[src/rtl/rd_edge_pkg.sv]
package rd_edge_pkg;

    typedef struct packed {
        logic low;
        logic high;
    } edge_flags_t;

    typedef enum logic [1:0] {
        RUN_NONE,
        RUN_SKIP,
        RUN_NOLOCK,
        RUN_EVAL
    } run_kind_t;

endpackage

[src/rtl/win_extent.sv]
module win_extent #(
    parameter int NBITS = 8,
    parameter int TAP_W = 5
) (
    input  logic [NBITS-1:0][TAP_W-1:0] first_i,
    input  logic [NBITS-1:0][TAP_W-1:0] last_i,
    output logic [TAP_W-1:0]            lane_first_o,
    output logic [TAP_W-1:0]            lane_last_o
);

    logic [TAP_W-1:0] run_max [NBITS];
    logic [TAP_W-1:0] run_min [NBITS];

    assign run_max[0] = first_i[0];
    assign run_min[0] = last_i[0];

    for (genvar g = 1; g < NBITS; g++) begin : g_chain
        assign run_max[g] = (first_i[g] > run_max[g-1]) ? first_i[g] : run_max[g-1];
        assign run_min[g] = (last_i[g] < run_min[g-1]) ? last_i[g] : run_min[g-1];
    end

    assign lane_first_o = run_max[NBITS-1];
    assign lane_last_o  = run_min[NBITS-1];

endmodule

[src/rtl/edge_classify.sv]
module edge_classify
    import rd_edge_pkg::*;
#(
    parameter int TAP_W      = 5,
    parameter int LOW_LIMIT  = 1,
    parameter int HIGH_LIMIT = 30
) (
    input  logic [TAP_W-1:0] lane_first_i,
    input  logic [TAP_W-1:0] lane_last_i,
    output edge_flags_t      flags_o,
    output logic [TAP_W:0]   size_o
);

    localparam logic [TAP_W-1:0] LOW_T  = TAP_W'(LOW_LIMIT);
    localparam logic [TAP_W-1:0] HIGH_T = TAP_W'(HIGH_LIMIT);

    always_comb begin
        flags_o.low  = (lane_first_i <= LOW_T);
        flags_o.high = (lane_last_i > HIGH_T);
        if (lane_last_i >= lane_first_i) begin
            size_o = {1'b0, lane_last_i} - {1'b0, lane_first_i} + {{TAP_W{1'b0}}, 1'b1};
        end else begin
            size_o = '0;
        end
    end

endmodule

[src/rtl/pad_fix.sv]
module pad_fix
    import rd_edge_pkg::*;
#(
    parameter int          NBITS    = 8,
    parameter int          NPADS    = 6,
    parameter int          DSK_W    = 5,
    parameter int          STEP     = 10,
    parameter int          HI_PAD_A = 4,
    parameter int          HI_PAD_B = 5,
    parameter int unsigned BIT_PAD [NBITS] = '{0, 1, 2, 3, 4, 0, 1, 2}
) (
    input  logic [NPADS-1:0][DSK_W-1:0] cur_i,
    input  edge_flags_t                 flags_i,
    output logic [NPADS-1:0][DSK_W-1:0] val_o,
    output logic [NPADS-1:0]            touch_o
);

    localparam int                 SUM_W   = DSK_W + 8;
    localparam logic [SUM_W-1:0]   STEP_X  = SUM_W'(STEP);
    localparam logic [SUM_W-1:0]   DSK_MAX = SUM_W'((1 << DSK_W) - 1);
    localparam logic [DSK_W-1:0]   STEP_N  = DSK_W'(STEP);

    function automatic logic pad_hit(input int p);
        logic h;
        h = 1'b0;
        for (int b = 0; b < NBITS; b++) begin
            if (int'(BIT_PAD[b]) == p) h = 1'b1;
        end
        return h;
    endfunction

    for (genvar p = 0; p < NPADS; p++) begin : g_pad
        localparam logic HIT   = pad_hit(p);
        localparam logic HI_SEL = (p == HI_PAD_A) || (p == HI_PAD_B);

        logic [SUM_W-1:0] sum_w;
        logic [DSK_W-1:0] after_low;
        logic             low_on;
        logic             high_on;

        always_comb begin
            low_on  = HIT && flags_i.low;
            high_on = HI_SEL && flags_i.high;
            sum_w   = {{(SUM_W-DSK_W){1'b0}}, cur_i[p]} + STEP_X;
            if (!low_on) begin
                after_low = cur_i[p];
            end else if (sum_w > DSK_MAX) begin
                after_low = DSK_MAX[DSK_W-1:0];
            end else begin
                after_low = sum_w[DSK_W-1:0];
            end
            val_o[p]   = high_on ? (after_low + STEP_N) : after_low;
            touch_o[p] = low_on || high_on;
        end
    end

endmodule

[src/rtl/rd_edge_corrector.sv]
module rd_edge_corrector
    import rd_edge_pkg::*;
#(
    parameter int          NBITS      = 8,
    parameter int          TAP_W      = 5,
    parameter int          NPADS      = 6,
    parameter int          DSK_W      = 5,
    parameter int          STEP       = 10,
    parameter int          LOW_LIMIT  = 1,
    parameter int          HIGH_LIMIT = 30,
    parameter int          HI_PAD_A   = 4,
    parameter int          HI_PAD_B   = 5,
    parameter int unsigned BIT_PAD [NBITS] = '{0, 1, 2, 3, 4, 0, 1, 2}
) (
    input  logic                        clk,
    input  logic                        rst_n,
    input  logic                        start_i,
    input  logic                        rearm_i,
    input  logic                        lock_rise_i,
    input  logic                        lock_fall_i,
    input  logic [NBITS*TAP_W-1:0]      bit_first_i,
    input  logic [NBITS*TAP_W-1:0]      bit_last_i,
    input  logic [NPADS*DSK_W-1:0]      pad_cur_i,
    output logic                        done_o,
    output logic                        fail_o,
    output logic [TAP_W:0]              win_size_o,
    output logic [NPADS*DSK_W-1:0]      pad_val_o,
    output logic [NPADS-1:0]            pad_we_o
);

    typedef struct packed {
        logic                        armed;
        logic                        done;
        logic                        fail;
        logic [TAP_W:0]              size;
        logic [NPADS-1:0][DSK_W-1:0] dsk;
        logic [NPADS-1:0]            we;
    } state_t;

    state_t state_d, state_q;

    logic [NBITS-1:0][TAP_W-1:0] first_arr, last_arr;
    logic [NPADS-1:0][DSK_W-1:0] cur_arr, fix_val;
    logic [NPADS-1:0]            fix_touch;
    logic [TAP_W-1:0]            lane_first, lane_last;
    logic [TAP_W:0]              lane_size;
    edge_flags_t                 flags;
    run_kind_t                   kind;
    logic                        armed_now;

    assign first_arr = bit_first_i;
    assign last_arr  = bit_last_i;
    assign cur_arr   = pad_cur_i;

    win_extent #(.NBITS(NBITS), .TAP_W(TAP_W)) i_extent (
        .first_i      (first_arr),
        .last_i       (last_arr),
        .lane_first_o (lane_first),
        .lane_last_o  (lane_last)
    );

    edge_classify #(.TAP_W(TAP_W), .LOW_LIMIT(LOW_LIMIT), .HIGH_LIMIT(HIGH_LIMIT)) i_classify (
        .lane_first_i (lane_first),
        .lane_last_i  (lane_last),
        .flags_o      (flags),
        .size_o       (lane_size)
    );

    pad_fix #(
        .NBITS(NBITS), .NPADS(NPADS), .DSK_W(DSK_W), .STEP(STEP),
        .HI_PAD_A(HI_PAD_A), .HI_PAD_B(HI_PAD_B), .BIT_PAD(BIT_PAD)
    ) i_fix (
        .cur_i   (cur_arr),
        .flags_i (flags),
        .val_o   (fix_val),
        .touch_o (fix_touch)
    );

    // Sort the request into one of the run kinds; re-arm counts in the same cycle.
    always_comb begin
        armed_now = state_q.armed || rearm_i;
        if (!start_i) begin
            kind = RUN_NONE;
        end else if (!armed_now) begin
            kind = RUN_SKIP;
        end else if (!(lock_rise_i && lock_fall_i)) begin
            kind = RUN_NOLOCK;
        end else begin
            kind = RUN_EVAL;
        end
    end

    always_comb begin
        state_d      = state_q;
        state_d.done = 1'b0;
        state_d.fail = 1'b0;
        state_d.we   = '0;
        if (rearm_i) state_d.armed = 1'b1;
        unique case (kind)
            RUN_SKIP: begin
                state_d.done = 1'b1;
                state_d.size = '0;
            end
            RUN_NOLOCK: begin
                state_d.done  = 1'b1;
                state_d.fail  = 1'b1;
                state_d.size  = '0;
                state_d.armed = 1'b0;
            end
            RUN_EVAL: begin
                state_d.done  = 1'b1;
                state_d.size  = lane_size;
                state_d.dsk   = fix_val;
                state_d.we    = fix_touch;
                state_d.armed = 1'b0;
            end
            default: ;
        endcase
    end

    always_ff @(posedge clk or negedge rst_n) begin
        if (!rst_n) begin
            state_q       <= '0;
            state_q.armed <= 1'b1;
        end else begin
            state_q <= state_d;
        end
    end

    assign done_o     = state_q.done;
    assign fail_o     = state_q.fail;
    assign win_size_o = state_q.size;
    assign pad_val_o  = state_q.dsk;
    assign pad_we_o   = state_q.we;

    assert_done_follows_start_R2: assert property (@(posedge clk) disable iff (!rst_n)
        start_i |=> done_o);
    assert_no_stray_done_R2: assert property (@(posedge clk) disable iff (!rst_n)
        !start_i |=> !done_o);
    assert_flags_need_done_R2: assert property (@(posedge clk) disable iff (!rst_n)
        (fail_o || (pad_we_o != '0)) |-> done_o);
    assert_fail_quiet_R3: assert property (@(posedge clk) disable iff (!rst_n)
        fail_o |-> (pad_we_o == '0) && (win_size_o == '0));
    assert_nolock_fails_R3: assert property (@(posedge clk) disable iff (!rst_n)
        (start_i && armed_now && !(lock_rise_i && lock_fall_i)) |=> fail_o);
    assert_size_bound_R4: assert property (@(posedge clk) disable iff (!rst_n)
        done_o |-> (win_size_o <= (TAP_W+1)'(1 << TAP_W)));
    assert_no_edge_no_write_R8: assert property (@(posedge clk) disable iff (!rst_n)
        (start_i && !flags.low && !flags.high) |=> (pad_we_o == '0));
    assert_skip_quiet_R9: assert property (@(posedge clk) disable iff (!rst_n)
        (start_i && !state_q.armed && !rearm_i) |=> (!fail_o && (pad_we_o == '0)));
    assert_used_up_R10: assert property (@(posedge clk) disable iff (!rst_n)
        (start_i && !rearm_i) |=> !state_q.armed);

endmodule

[config.mk]
export PLATFORM = sky130hd
export DESIGN_NAME = rd_edge_corrector
export DESIGN_NICKNAME = d
export VERILOG_FILES = /design/src/rtl/rd_edge_pkg.sv /design/src/rtl/win_extent.sv /design/src/rtl/edge_classify.sv /design/src/rtl/pad_fix.sv /design/src/rtl/rd_edge_corrector.sv
export SDC_FILE = /design/constraint.sdc
export NUM_CORES = 1
export LEC_CHECK = 0
export ABC_CLOCK_PERIOD_IN_PS = 4200
export BUFFER_PORTS_ARGS = -buffer_cell sky130_fd_sc_hd__buf_4
export CELL_PAD_IN_SITES_DETAIL_PLACEMENT = 0
export CELL_PAD_IN_SITES_GLOBAL_PLACEMENT = 2
export CORE_MARGIN = 3
export CORE_UTILIZATION = 35
export CTS_BUF_LIST = sky130_fd_sc_hd__clkbuf_2
export CTS_CLUSTER_DIAMETER = 120
export DETAILED_ROUTE_END_ITERATION = 10
export GPL_ROUTABILITY_DRIVEN = 0
export PLACE_DENSITY = 0.85
export SYNTH_ARGS = -nofsm -noshare
export SYNTH_HDL_FRONTEND = slang
export SYNTH_HIERARCHICAL = 1
export SYNTH_SLANG_ARGS = --single-unit
[constraint.sdc]
create_clock -name clk -period 4.2 [get_ports clk]
set_clock_uncertainty 0.05 [all_clocks]
set_input_delay 0.84 -clock clk [delete_from_list [all_inputs] [get_ports clk]]
set_output_delay 0.84 -clock clk [all_outputs]
set_load 0.02 [all_outputs]
==> metrics.txt <==
# TYPE chip_impl_metric gauge
chip_impl_metric{name="number_of_global_route_vias_before_repair",unit=""} 7048
chip_impl_metric{name="die_y",unit="µm"} 139.8
chip_impl_metric{name="crit_path_max_incr_delay",unit="ps"} 410
chip_impl_metric{name="cts.sink_count",unit=""} 45
chip_impl_metric{name="postPlaceCellArea",unit="µm²"} 9051
chip_impl_info{name="violations",value="setup timing"} 1
chip_impl_metric{name="global_route.usage.total",unit="%"} 20.47
chip_impl_metric{name="pin_count_of_the_biggest_net_entering_global_routing",unit=""} 46
chip_impl_info{name="tritoncts",value="done"} 1
chip_impl_metric{name="finalNetCount",unit=""} 1304
chip_impl_metric{name="route.detailed.vias_per_inst",unit=""} 5.168
chip_impl_metric{name="synth.distinct_cells",unit=""} 77
chip_impl_info{name="end_kind",value="flip-flop"} 1
chip_impl_metric{name="worst_slew_margin_rel",unit="%"} 42.10
chip_impl_metric{name="hold_fix_buffers_cts",unit=""} 0
chip_impl_metric{name="final_hold_viol_count",unit=""} 0
chip_impl_metric{name="cp.required",unit="ps"} 4490
chip_impl_info{name="outcome",value="finished, violations left"} 1
chip_impl_metric{name="timing.final.setup_violations",unit=""} 41
chip_impl_metric{name="post_synth_instance_area",unit="µm²"} 6270
chip_impl_info{name="grt_setup_unrepaired",value="true"} 1
chip_impl_metric{name="clock_path_buffers",unit=""} 2
chip_impl_metric{name="finalMaxSlewViolations",unit=""} 0
chip_impl_info{name="synth_flop_cell",value="sky130_fd_sc_hd__dfrtp_1"} 1
chip_impl_info{name="hold_path.class",value="in2async"} 1
chip_impl_metric{name="worst_pin_slew",unit="ps"} 868.1
chip_impl_metric{name="diode_insertion_count_for_antenna_repair",unit=""} 0
chip_impl_info{name="critical_path.startpoint_type",value="input pin"} 1
chip_impl_metric{name="sequential_element_share_of_the_synthesized_area",unit="%"} 17.98
chip_impl_info{name="worstSetupPathType",value="in2reg"} 1
chip_impl_metric{name="total_cts_buffers",unit=""} 5
chip_impl_metric{name="yosysWarningCount",unit=""} 6
chip_impl_metric{name="clk-insertion-delay-late",unit="ps"} 420
chip_impl_metric{name="syn2layout_area_growth",unit="%"} 75.15
chip_impl_metric{name="floorplan.rows",unit=""} 48
chip_impl_metric{name="power_density",unit="nW/µm²"} 939.3
chip_impl_metric{name="final_period_minus_worst_setup_slack",unit="ps"} 11550
chip_impl_metric{name="grt-ovfl-total",unit=""} 0
chip_impl_info{name="ctsRootBufferMaster",value="sky130_fd_sc_hd__clkbuf_2"} 1
chip_impl_metric{name="detail_route.wirelength",unit="mm"} 21.73
chip_impl_metric{name="wl_per_cell",unit="µm"} 16.34
chip_impl_metric{name="antenna_violating_nets_post_route",unit=""} 0
chip_impl_metric{name="grt_antenna_before_repair",unit=""} 0
chip_impl_info{name="crit_path_top_delay_cell",value="sky130_fd_sc_hd__fa_2"} 1
chip_impl_metric{name="io_count",unit=""} 160
chip_impl_metric{name="synthesis.instances",unit=""} 708
chip_impl_metric{name="vias",unit=""} 6873
chip_impl_metric{name="final_min_period_over_clock_period",unit="%"} 275.0
chip_impl_metric{name="drt_first_iter_violations",unit=""} 277
chip_impl_metric{name="postLayoutCoreUtil",unit="%"} 63.05
chip_impl_metric{name="timing.hold.ws",unit="ps"} 304.9
chip_impl_metric{name="timing.critical_path.arrival",unit="ps"} 11840
chip_impl_metric{name="setup_slack",unit="ps"} -7351
chip_impl_metric{name="grt_first_pass_wirelength",unit="mm"} 33.82
chip_impl_metric{name="floorplan.initialDensity",unit="%"} 36.00
chip_impl_metric{name="flops_latches_synth",unit=""} 45
chip_impl_metric{name="post-route-cell-area",unit="µm²"} 10980
chip_impl_metric{name="synth_enable_flop_cells",unit=""} 0
chip_impl_metric{name="detailedRoute.firstPassIterationCount",unit=""} 6
chip_impl_metric{name="max_freq",unit="MHz"} 86.57
chip_impl_metric{name="synth_fp_nets",unit=""} 908
chip_impl_metric{name="async_reset_ff_share",unit="%"} 100.0
chip_impl_info{name="commonest_cells_after_routing_fill_and_taps_aside",value="sky130_fd_sc_hd__buf_4 (404), sky130_fd_sc_hd__ha_1 (51), sky130_fd_sc_hd__dfrtp_1 (44)"} 1
chip_impl_metric{name="remaining_drc_errors",unit=""} 0
chip_impl_metric{name="static-leakage-power",unit="µW"} 0.005392
chip_impl_metric{name="crit_fanout",unit=""} 8
chip_impl_metric{name="max_cap_violations",unit=""} 0
chip_impl_info{name="most_frequent_cp_cell",value="sky130_fd_sc_hd__o21a_1"} 1
chip_impl_metric{name="layout-drive-gt1-share",unit="%"} 63.08
chip_impl_metric{name="avgSynthCellArea",unit="µm²"} 8.856
chip_impl_metric{name="max-vdd-ir-drop",unit="V"} 0.0008782
chip_impl_info{name="final_common_cell",value="sky130_fd_sc_hd__buf_4"} 1
chip_impl_metric{name="clock_tree.htree_level_count",unit=""} 2
chip_impl_metric{name="clock_transition_at_path_regs",unit="ps"} 270
chip_impl_metric{name="floorplan.die_area",unit="µm²"} 19560
chip_impl_metric{name="io_buffers",unit=""} 159
chip_impl_metric{name="die_w",unit="µm"} 139.8
chip_impl_metric{name="standard_cell_core_area",unit="µm²"} 17420
chip_impl_metric{name="detailed_place_hpwl",unit="mm"} 15.99
kinds of logic after synthesis:
logic type | share of synthesized area, %
buffers and inverters | 10.46
adders and majority gates | 17.00
xor gates and xnor gates | 1.537
DFF | 17.98
AOI/OAI and AO/OA | 28.88
and+or+nand+nor | 14.49
muxes | 9.659
cells in the mapped netlist (all sizes together), types with 4 or more instances:
| master | count | area, µm² |
|---|---|---|
| ha | 82 | 1026 |
| o22a | 6 | 52.55 |
| dfrtp | 44 | 1101 |
| nand2b | 15 | 101.3 |
| xor2 | 5 | 43.79 |
| mux2i | 11 | 110.1 |
| a211oi | 14 | 170.2 |
| a31oi | 12 | 75.07 |
| xnor2 | 6 | 52.55 |
| nor2b | 10 | 67.57 |
| o21ai | 44 | 242.7 |
| o21a | 25 | 204.0 |
| nand4 | 5 | 31.28 |
| mux2 | 34 | 495.5 |
| nand3b | 4 | 45.04 |
| a21o | 26 | 195.2 |
| nor2 | 52 | 195.2 |
| inv | 49 | 183.9 |
| a21boi | 4 | 30.03 |
| and3 | 6 | 37.54 |
| o22ai | 6 | 37.54 |
| and2 | 19 | 118.9 |
| nand3 | 12 | 60.06 |
| a21oi | 37 | 200.2 |
| o211ai | 12 | 90.09 |
| a22o | 6 | 52.55 |
| buf | 61 | 455.4 |
| a41oi | 6 | 52.55 |
| nand2 | 42 | 157.7 |
| o31ai | 5 | 57.56 |
per-stage QoR:
stage / TNS [ps] / cells / total power [µW] / setup WS, ps
after floorplan: -300890 / 708 / 4995 / -7912
after global placement: -297430 / 1221 / 6964 / -7551
after detailed placement: -314680 / 1221 / 7160 / -8027
after CTS: -278220 / 1301 / 9014 / -7133
after global routing: -308860 / 1330 / 11150 / -7868
final: -288960 / 1330 / 10320 / -7351
path summary, 6_finish.rpt:
path,startpoint,end,slack (ps),cells past startpoint
max,bit_first_i[1],win_size_o[5]$_DFFE_PN0P_,-7350,66
min,rst_n,pad_val_o[10]$_DFFE_PN0N_,300,1
max reg2reg,state_q[44]$_DFFE_PN1P_,pad_val_o[4]$_DFFE_PN0N_,2140,3
min reg2reg,win_size_o[2]$_DFFE_PN0P_,win_size_o[2]$_DFFE_PN0P_,490,1
max in group asynchronous,rst_n,pad_we_o[2]$_DFF_PN0_,3390,1
min in group clk,win_size_o[2]$_DFFE_PN0P_,win_size_o[2]$_DFFE_PN0P_,490,1
timing repair:
action                                  CTS  global route
gates cloned                              3             0
resized for setup                       126            95
pin swaps                                36            70
setup buffers                            71            32
endpoints found under the setup margin   41            41
critical path, delay by kind of cell:
family | cells | cell delay, ps
compound gates | 28 | 4940
xor+xnor | 1 | 140
fa+ha+maj | 10 | 2580
buf+inv | 11 | 1200
mux | 1 | 190
simple gates | 15 | 1940
where the power goes:
group | internal, µW | leakage [µW] | switching (µW)
clock | 42.2 | 0.0000294 | 154
combinational | 5310 | 0.00480 | 4120
sequential | 587 | 0.000559 | 103
sequential cells by signal, indices dropped and copies added (netlist names):
name        count
done_o          1
fail_o          1
pad_val_o      30
pad_we_o        6
state_q         1
win_size_o      6
final cells by class:
cell class	instances	area [µm²]
clock buffers	5	25.02
clock inverters	3	21.27
fillers	1401	6435
inverters	49	216.5
multi-input cells	550	5623
flip-flops and latches	45	1127
well taps	225	281.5
repair buffers	453	3687
routing by layer:
| layer | share of wire, % | vias to the layer above | global-route usage, % |
|---|---|---|---|
| met5 | 0 | - | 0 |
| met4 | 2.8 | 0 | 5.558 |
| met3 | 4.8 | 48 | 3.230 |
| met2 | 51 | 180 | 36.49 |
| met1 | 42 | 3299 | 25.60 |
| li1 | - | 3346 | - |
Power figures use the tool's default switching activity.
